--- config.mk ---
export PLATFORM = sky130hd
export DESIGN_NAME = pswallow_div
export DESIGN_NICKNAME = d
export VERILOG_FILES = /design/src/rtl/pswal_pkg.sv /design/src/rtl/pswal_prescaler.sv /design/src/rtl/pswal_ctrl.sv /design/src/rtl/pswallow_div.sv
export SDC_FILE = /design/constraint.sdc
export NUM_CORES = 1
export LEC_CHECK = 0
export BUFFER_PORTS_ARGS = -buffer_cell sky130_fd_sc_hd__buf_2
export CORE_MARGIN = 5
export CORE_UTILIZATION = 30
export CTS_CLUSTER_SIZE = 25
export DETAILED_ROUTE_END_ITERATION = 12
export GPL_TIMING_DRIVEN = 1
export PLACE_DENSITY_LB_ADDON = 0.08
export REMOVE_ABC_BUFFERS = 1
export SETUP_SLACK_MARGIN = 0.1
export SYNTH_ARGS = -nofsm -noshare
export SYNTH_HDL_FRONTEND = slang
export SYNTH_SLANG_ARGS = --single-unit
--- constraint.sdc ---
create_clock -name clk -period 2 [get_ports clk]
set_input_delay 0.3 -clock clk [delete_from_list [all_inputs] [get_ports clk]]
set_output_delay 0.3 -clock clk [all_outputs]
set_load 0.05 [all_outputs]
--- src/rtl/pswal_pkg.sv ---
package pswal_pkg;
  localparam int DEF_M_W  = 9;
  localparam int DEF_A_W  = 4;
  localparam int DEF_BASE = 10;

  typedef enum logic {
    MOD_BASE  = 1'b0,
    MOD_PLUS1 = 1'b1
  } mod_e;
endpackage

--- src/rtl/pswal_prescaler.sv ---
module pswal_prescaler
  import pswal_pkg::*;
#(
  parameter int PRE_BASE = DEF_BASE
) (
  input  logic clk,
  input  logic rst,
  input  mod_e mod_next,
  input  logic byp_next,
  output logic tick
);
  localparam int PC_W = $clog2(PRE_BASE + 1);
  localparam logic [PC_W-1:0] LIM_LONG  = PC_W'(PRE_BASE);
  localparam logic [PC_W-1:0] LIM_SHORT = PC_W'(PRE_BASE - 1);

  logic [PC_W-1:0] pc;

  assign tick = (pc == '0);

  always_ff @(posedge clk) begin
    if (rst || tick) begin
      if (byp_next)
        pc <= '0;
      else if (mod_next == MOD_PLUS1)
        pc <= LIM_LONG;
      else
        pc <= LIM_SHORT;
    end else begin
      pc <= pc - 1'b1;
    end
  end

  AST_PC_BOUND: assert property (@(posedge clk) disable iff (rst)
    pc <= LIM_LONG);
endmodule

--- src/rtl/pswal_ctrl.sv ---
module pswal_ctrl
  import pswal_pkg::*;
#(
  parameter int M_W = DEF_M_W,
  parameter int A_W = DEF_A_W
) (
  input  logic           clk,
  input  logic           rst,
  input  logic           tick,
  input  logic [M_W-1:0] m_in,
  input  logic [A_W-1:0] a_in,
  input  logic           byp_in,
  output mod_e           mod_next,
  output logic           byp_next,
  output logic           msel,
  output logic           fp,
  output logic           cfg_err
);
  localparam int PAD_W = M_W - A_W;

  logic [M_W-1:0] m_act, mc, mc_d;
  logic [A_W-1:0] a_act, sc, sc_d, a_fix;
  logic           byp_act, a_over, term, load;

  always_comb begin
    a_over = ({{PAD_W{1'b0}}, a_in} > m_in);
    a_fix  = a_over ? m_in[A_W-1:0] : a_in;
    term   = tick && (mc == '0);
    load   = rst || term;
    byp_next = load ? byp_in : byp_act;
    if (load) begin
      mc_d = m_in;
      sc_d = byp_in ? '0 : a_fix;
    end else if (tick) begin
      mc_d = mc - 1'b1;
      sc_d = (sc != '0) ? sc - 1'b1 : '0;
    end else begin
      mc_d = mc;
      sc_d = sc;
    end
    mod_next = ((sc_d != '0) && !byp_next) ? MOD_PLUS1 : MOD_BASE;
  end

  always_ff @(posedge clk) begin
    mc      <= mc_d;
    sc      <= sc_d;
    byp_act <= byp_next;
    msel    <= (mod_next == MOD_PLUS1);
    fp      <= term && !rst;
    if (load) begin
      m_act   <= m_in;
      a_act   <= a_fix;
      cfg_err <= a_over && !byp_in;
    end
  end

  AST_A_CLAMPED: assert property (@(posedge clk) disable iff (rst)
    {{PAD_W{1'b0}}, a_act} <= m_act);

  AST_SETTINGS_HOLD: assert property (@(posedge clk) disable iff (rst)
    !term |=> ($stable(m_act) && $stable(a_act)));

  AST_FP_ONE_WIDE: assert property (@(posedge clk) disable iff (rst)
    (fp && !byp_act) |=> !fp);

  AST_MSEL_SWALLOW: assert property (@(posedge clk) disable iff (rst)
    msel |-> (sc != '0 && !byp_act));
endmodule

--- src/rtl/pswallow_div.sv ---
module pswallow_div
  import pswal_pkg::*;
#(
  parameter int M_W      = DEF_M_W,
  parameter int A_W      = DEF_A_W,
  parameter int PRE_BASE = DEF_BASE
) (
  input  logic           clk,
  input  logic           rst,
  input  logic           serial_mode,
  input  logic           bypass_req,
  input  logic [M_W-1:0] m_val,
  input  logic [A_W-1:0] a_val,
  output logic           fp,
  output logic           msel,
  output logic           cfg_err
);
  logic tick, byp_eff, byp_next;
  mod_e mod_next;

  // the bypass bit only exists on the serial programming path
  assign byp_eff = serial_mode && bypass_req;

  pswal_prescaler #(.PRE_BASE(PRE_BASE)) u_pre (
    .clk      (clk),
    .rst      (rst),
    .mod_next (mod_next),
    .byp_next (byp_next),
    .tick     (tick)
  );

  pswal_ctrl #(.M_W(M_W), .A_W(A_W)) u_ctrl (
    .clk      (clk),
    .rst      (rst),
    .tick     (tick),
    .m_in     (m_val),
    .a_in     (a_val),
    .byp_in   (byp_eff),
    .mod_next (mod_next),
    .byp_next (byp_next),
    .msel     (msel),
    .fp       (fp),
    .cfg_err  (cfg_err)
  );

  AST_BYPASS_NO_MSEL: assert property (@(posedge clk) disable iff (rst)
    (fp && $past(byp_eff) && !$past(rst)) |-> !msel);
endmodule

# Yosys cells after proc, flatten, opt, wreduce, memory -nomap -nowiden
# Index checks and enable logic that the tools add are counted.
[word_totals]
regBits = 21
latch_bits = 0
ram_bits = 0
rom_bits = 0
inputBits = 17
out_inout_bits = 3
wordCells = 38
mem_count = 0
[op_classes]
addsub = 3
n_mul = 0
div = 0
order_cmp = 1
n_eq_ne = 0
n_shift = 0
muxes = 12
bitwise_logic = 0
reduce_logical = 15
[ops]
columns = ["op", "count"]
rows = [
  ["$mux W4", 7],
  ["$mux W9", 2],
  ["$gt A4 B9 Y1", 1],
  ["$logic_not A9 Y1", 1],
  ["$sub A9 B1 Y9 const B", 1],
  ["$reduce_bool A4 Y1", 2],
  ["$sub A4 B1 Y4 const B", 2],
  ["$logic_and A1 B1 Y1", 5],
  ["$logic_not A4 Y1", 1],
  ["$logic_not A1 Y1", 3],
  ["$logic_or A1 B1 Y1", 2],
  ["$mux W1", 2],
  ["$mux W2", 1],
  ["$reduce_bool A2 Y1", 1],
]

# Longest topological paths before layout
[depth]
depth_word = 10
mapped_depth = 8
mapped_depth_nobuf = 7

# Hierarchy
# A second synthesis with hierarchy kept.
[hier_totals]
hier_cells = 133
area_unflattened_um2 = 1292.5
[by_module_without_submodules]
columns = ["module", "instances", "cells_per_inst", "area_each_um2"]
rows = [
  ["pswal_ctrl", 1, 114, 1093.5],
  ["pswal_prescaler", 1, 18, 192.7],
  ["pswallow_div", 1, 1, 6.3],
]

# Worst setup path before layout
# Ideal clock, no wire load.
[synth_timing]
path_kind = "register -> register"
start = "register u_pre.pc[0]"
end = "register u_ctrl.sc[2]"
setup_ns = 0.075
t_arrival_ns = 1.659
required_ns = 1.925
slack_ns = 0.266
stages_incl_launch_ff = 9
n_path_buf = 1
period_less_slack_ns = 1.734
path_cell_list = "dfxtp_1 inv_1 ha_1 or3b_1 buf_2 or3_4 nor3b_2 a21oi_1 o22ai_1"
[synth_via]
elab_chain_cells = 4
word_cells_on_any_way = 5
classes_between = "2 x mux; 3 x reduce/logical"
[synth_lines]
columns = ["item", "line_no", "source"]
rows = [
  ["from (decl)", "pswal_prescaler.sv:16", "logic [PC_W-1:0] pc;"],
  ["from (signal assigned)", "pswal_prescaler.sv:29", "pc <= pc - 1'b1;"],
  ["$logic_not A4 Y1 (*)", "pswal_prescaler.sv:18", "assign tick = (pc == '0);"],
  ["$logic_and A1 B1 Y1", "pswal_ctrl.sv:28", "term = tick && (mc == '0);"],
  ["$logic_or A1 B1 Y1", "pswal_ctrl.sv:29", "load = rst || term;"],
  ["$mux W4 (*)", "pswal_ctrl.sv:31", "if (load) begin"],
  ["via u_ctrl.sc_d[2]", "pswal_ctrl.sv:22", "logic [A_W-1:0] a_act, sc, sc_d, a_fix;"],
  ["to (signal assigned)", "pswal_ctrl.sv:46", "sc <= sc_d;"],
  ["to (decl)", "pswal_ctrl.sv:22", ""],
]
# Mark *: on every way through the listed nets, which the timed path passes. The rest lies on a longest branch.
# A chain may end at the register's enable or synchronous reset.

# Final worst setup path
# Same ends and word-level chain as after synthesis.

==> summary.md <==
Clock latency on the worst-skew pair, taken at its later pin, is 270 ps. At the worst endpoint, the required time is 2190 ps. The number of endpoints with negative hold slack in the final report was 0. End of the worst hold path: u_ctrl.fp. Along the worst path, the maximum fanout reaches 8. Setup repair after global routing could not meet its margin everywhere. The cell count of the worst hold path came out at 2.

Using the TritonRoute via totals, the vias-per-cell ratio works out to 5.000. The most frequent standard cell in the layout excluding fill and tap cells was sky130_fd_sc_hd__buf_2. The tools report the start point of the worst min-delay path as rst. The number of warnings issued by yosys was 0. In this run the register-to-register setup slack is 190 ps. Excluding fillers, the count of instances in the completed layout stands at 216. For the remaining routing DRC violations, the log shows 0. The tools report the placeable core region as 4000 µm². By area the synthesized netlist is led by sky130_fd_sc_hd__edfxtp_1, sky130_fd_sc_hd__dfxtp_1, sky130_fd_sc_hd__ha_1, sky130_fd_sc_hd__o21ai_0, sky130_fd_sc_hd__nand2_1. Global routing used 11.42% of the available tracks. The run gives 33 as the number of distinct library cells after synthesis.

For the net count of the finished layout, the log shows 191. The tools report the total clock sinks as 21. In the finished design, the share of the clock period the worst path needs comes to 90.32%.

The synthesized design devotes to its leading area cell type 24.14% of total area. TritonCTS built the clock tree. The number of H-tree levels was 1. The worst register-to-register path ends at u_ctrl.sc[2]. The worst slew slack as a fraction of its limit is 75.12%, and the row count is 23. After layout, the minimum clock period comes to 1806 ps.

In this run the static leakage power is 0.6098 nW. The library cells used most frequently in the layout, excluding fill and tap cells, are sky130_fd_sc_hd__buf_2, sky130_fd_sc_hd__o21ai_0, sky130_fd_sc_hd__nand2_1. The longest clock path from root to sink contains 2 buffers. STA classifies the critical path startpoint as a flop. The cell taking the most area after synthesis is sky130_fd_sc_hd__edfxtp_1. For the pin with the worst max-slew slack, the measured transition is 371.9 ps.

The post-route antenna net violation count is 0, and the horizontal die dimension is 74.39 µm. The vertical die dimension is 74.39 µm, and the total congestion overflow is 0. After layout, the design draws a total of 0.001249 W. The count of port buffers added during placement came out at 19.

In this run the clock root is driven by a sky130_fd_sc_hd__clkbuf_8. The largest net degree at the start of global routing came out at 13. The startpoint identified for the worst register-to-register timing path is u_pre.pc[0]. The number of antenna violations at the first check in global routing is 0, and the number of buffers inserted by hold repair at cts is 0.

The tools report the number of placed cells counting well taps as 211. The worst-case IR drop observed on VDD is 320.2 µV. Compared with the post-synthesis result, the final layout area differs by 23.44%. The number of setup violations in the final report came out at 0. Worst hold path class: primary input to flop. Max-cap violations in this run came to 0. In this run, synthesis produced a sequential element count of 21.

Type of element capturing the critical path: a flop. For this run, the detailed router's first-pass iteration total came to 4. For this block, the routed nets add up to 3009 µm of wire. The repair_antennas step left the layout with diodes totalling 0. The sequential-to-total area share from yosys stat was 41.85%; the maximum clock frequency was 553.6 MHz. The number of cells on the worst reg-to-reg path is 7. The clock transition time at the flip-flop clock pins of the worst setup and hold paths is 90 ps. The area of the mapped netlist was 1244 µm²; the sum of net half-perimeters after detailed placement was 2358 µm. The first global-routing pass estimated 4871 µm of wire.

In this run the count of I/O pins placed on the die edge is 20. The run finished with clean final reports. Across the routed clock network, the largest skew measured is 7.001 ps.

In this run, the number of DRC markers left after iteration 0 of detailed routing was 30. By startpoint and endpoint, the worst setup path is classified as flop to flop. The max-slew violation count is 0, and the layout cell share with drive strength beyond 1 is 26.51%. The final RePlAce weighted congestion is 0.8344. The full die area is 5533 µm². The final route contains 1080 vias. The cell count after synthesis came out at 139. The total power per unit cell area came out at 813.8 nW/µm². For the number of buffers created by CTS, the log shows 3.

For this configuration, the core starts out at a cell density of 31.09%. A synthesized cell averages 8.947 µm². The via count of the first global-routing pass was 1057. STA puts the critical path data arrival time at 2000 ps. In the final routed layout, each cell accounts on average for 13.93 µm.
==> cells by family (layout without fill, tap and decap cells) <==
kind of cell / Yosys count / after routing / share of synthesized area, %
AND/OR/NAND/NOR: 49 / 49 / 20.92
AO/OA/AOI/OAI: 36 / 36 / 17.41
flip-flops: 21 / 21 / 41.85
buffers and inverters: 15 / 42 / 4.728
XOR/XNOR: 8 / 8 / 5.634
adder cells (fa/ha/maj): 7 / 7 / 7.042
multiplexers: 3 / 3 / 2.415
==> final cells by class <==
| class | instances | area, µm² |
|---|---|---|
| multi-input combinational | 103 | 713.2 |
| inverter | 12 | 45.04 |
| fill | 419 | 2465 |
| tap | 50 | 62.56 |
| timing repair buffer | 26 | 147.6 |
| clock buffer | 3 | 41.29 |
| sequential | 21 | 520.5 |
| clock inverter | 1 | 5.005 |
==> worst max-delay path by stage <==
| stage | slack (ps) | endpoint | startpoint | cells after the start |
|---|---|---|---|---|
| 3_3_place_gp | 90 | u_ctrl.sc[3] | m_val[3] | 8 |
| 3_5_place_dp | 30 | u_ctrl.sc[3] | m_val[3] | 8 |
| 5_1_grt | 100 | u_ctrl.sc[2] | u_pre.pc[0] | 7 |
| 4_1_cts | 130 | u_ctrl.sc[2] | u_pre.pc[0] | 7 |
| 2_1_floorplan | -70 | u_ctrl.mc[5] | u_ctrl.mc[0] | 7 |
| 6_report | 190 | u_ctrl.sc[2] | u_pre.pc[0] | 7 |
==> cell usage after synthesis <==
cell                       instances
sky130_fd_sc_hd__clkbuf_1          1
sky130_fd_sc_hd__a21oi_1           7
sky130_fd_sc_hd__o221a_2           1
sky130_fd_sc_hd__a31oi_1           3
sky130_fd_sc_hd__nand4_1           2
sky130_fd_sc_hd__o22ai_1           3
sky130_fd_sc_hd__o31ai_1           1
sky130_fd_sc_hd__xor2_1            3
sky130_fd_sc_hd__ha_1              7
sky130_fd_sc_hd__nor3b_2           1
sky130_fd_sc_hd__edfxtp_1         10
sky130_fd_sc_hd__nand3_1           6
sky130_fd_sc_hd__a211oi_1          1
sky130_fd_sc_hd__dfxtp_1          11
sky130_fd_sc_hd__o221ai_1          2
sky130_fd_sc_hd__xnor2_1           5
sky130_fd_sc_hd__nor4_2            1
sky130_fd_sc_hd__or3b_1            1
sky130_fd_sc_hd__nor2_1           12
sky130_fd_sc_hd__mux2i_1           3
sky130_fd_sc_hd__a31o_2            1
sky130_fd_sc_hd__o21a_1            1
sky130_fd_sc_hd__o21ai_0          15
sky130_fd_sc_hd__nor3b_1           1
sky130_fd_sc_hd__a32oi_1           1
sky130_fd_sc_hd__nor4_1            3
sky130_fd_sc_hd__buf_2             2
sky130_fd_sc_hd__nand2_1          13
sky130_fd_sc_hd__inv_1            12
sky130_fd_sc_hd__or3_4             1
sky130_fd_sc_hd__nor3_1            5
sky130_fd_sc_hd__and3_1            2
sky130_fd_sc_hd__nor4b_2           1
==> report_power, final <==
part | internal (W) | switching [W] | total (W)
registers | 0.000535 | 0.0000706 | 0.000606
logic | 0.000162 | 0.000189 | 0.000351
clock network | 0.000139 | 0.000153 | 0.000292
total | 0.000836 | 0.000413 | 0.00125
==> timing repair <==
item,CTS,global route
pin swaps,0,2
gates resized for setup,1,10
endpoints found under the setup margin,1,7
buffers inserted,0,1
==> flip-flops by register name, indices dropped and copies added (netlist names) <==
| register | flops |
|---|---|
| u_ctrl.sc | 4 |
| u_ctrl.byp_act | 1 |
| u_ctrl.msel | 1 |
| u_ctrl.fp | 1 |
| u_ctrl.cfg_err | 1 |
| u_ctrl.mc | 9 |
| u_pre.pc | 4 |
==> per-stage QoR <==
stage | worst slack (ps) | hold slack, ps | cell area [µm²] | TNS (ps) | util [%]
after floorplan | -70.67 | 372.4 | 1230 | -449.5 | -
after global placement | 89.82 | 458.3 | 1433 | 0 | 35.81
after detailed placement | 32.72 | 469.5 | 1433 | 0 | 35.81
after CTS | 132.4 | 274.1 | 1488 | 0 | 37.19
after global routing | 99.63 | 304.9 | 1535 | 0 | 38.38
final | 193.6 | 290.1 | 1535 | 0 | 38.38
==> routing by layer <==
layer  track usage [%]  share of wire, %  vias up
met4             2.372               1.3        0
met3             3.919               5.4        4
met2             18.54                45       25
li1                  -                 -      561
met5                 0                 0        -
met1             14.77                49      490
==> critical path, stage by stage, from the launching register on <==
cell,delay [ps]
sky130_fd_sc_hd__dfxtp_1,330
sky130_fd_sc_hd__inv_1,60
sky130_fd_sc_hd__ha_1,180
sky130_fd_sc_hd__or3b_4,440
sky130_fd_sc_hd__or3_4,370
sky130_fd_sc_hd__nor3b_2,180
sky130_fd_sc_hd__a21oi_1,60
sky130_fd_sc_hd__o22ai_1,120
No activity file was read; power rests on OpenSTA's default activity.
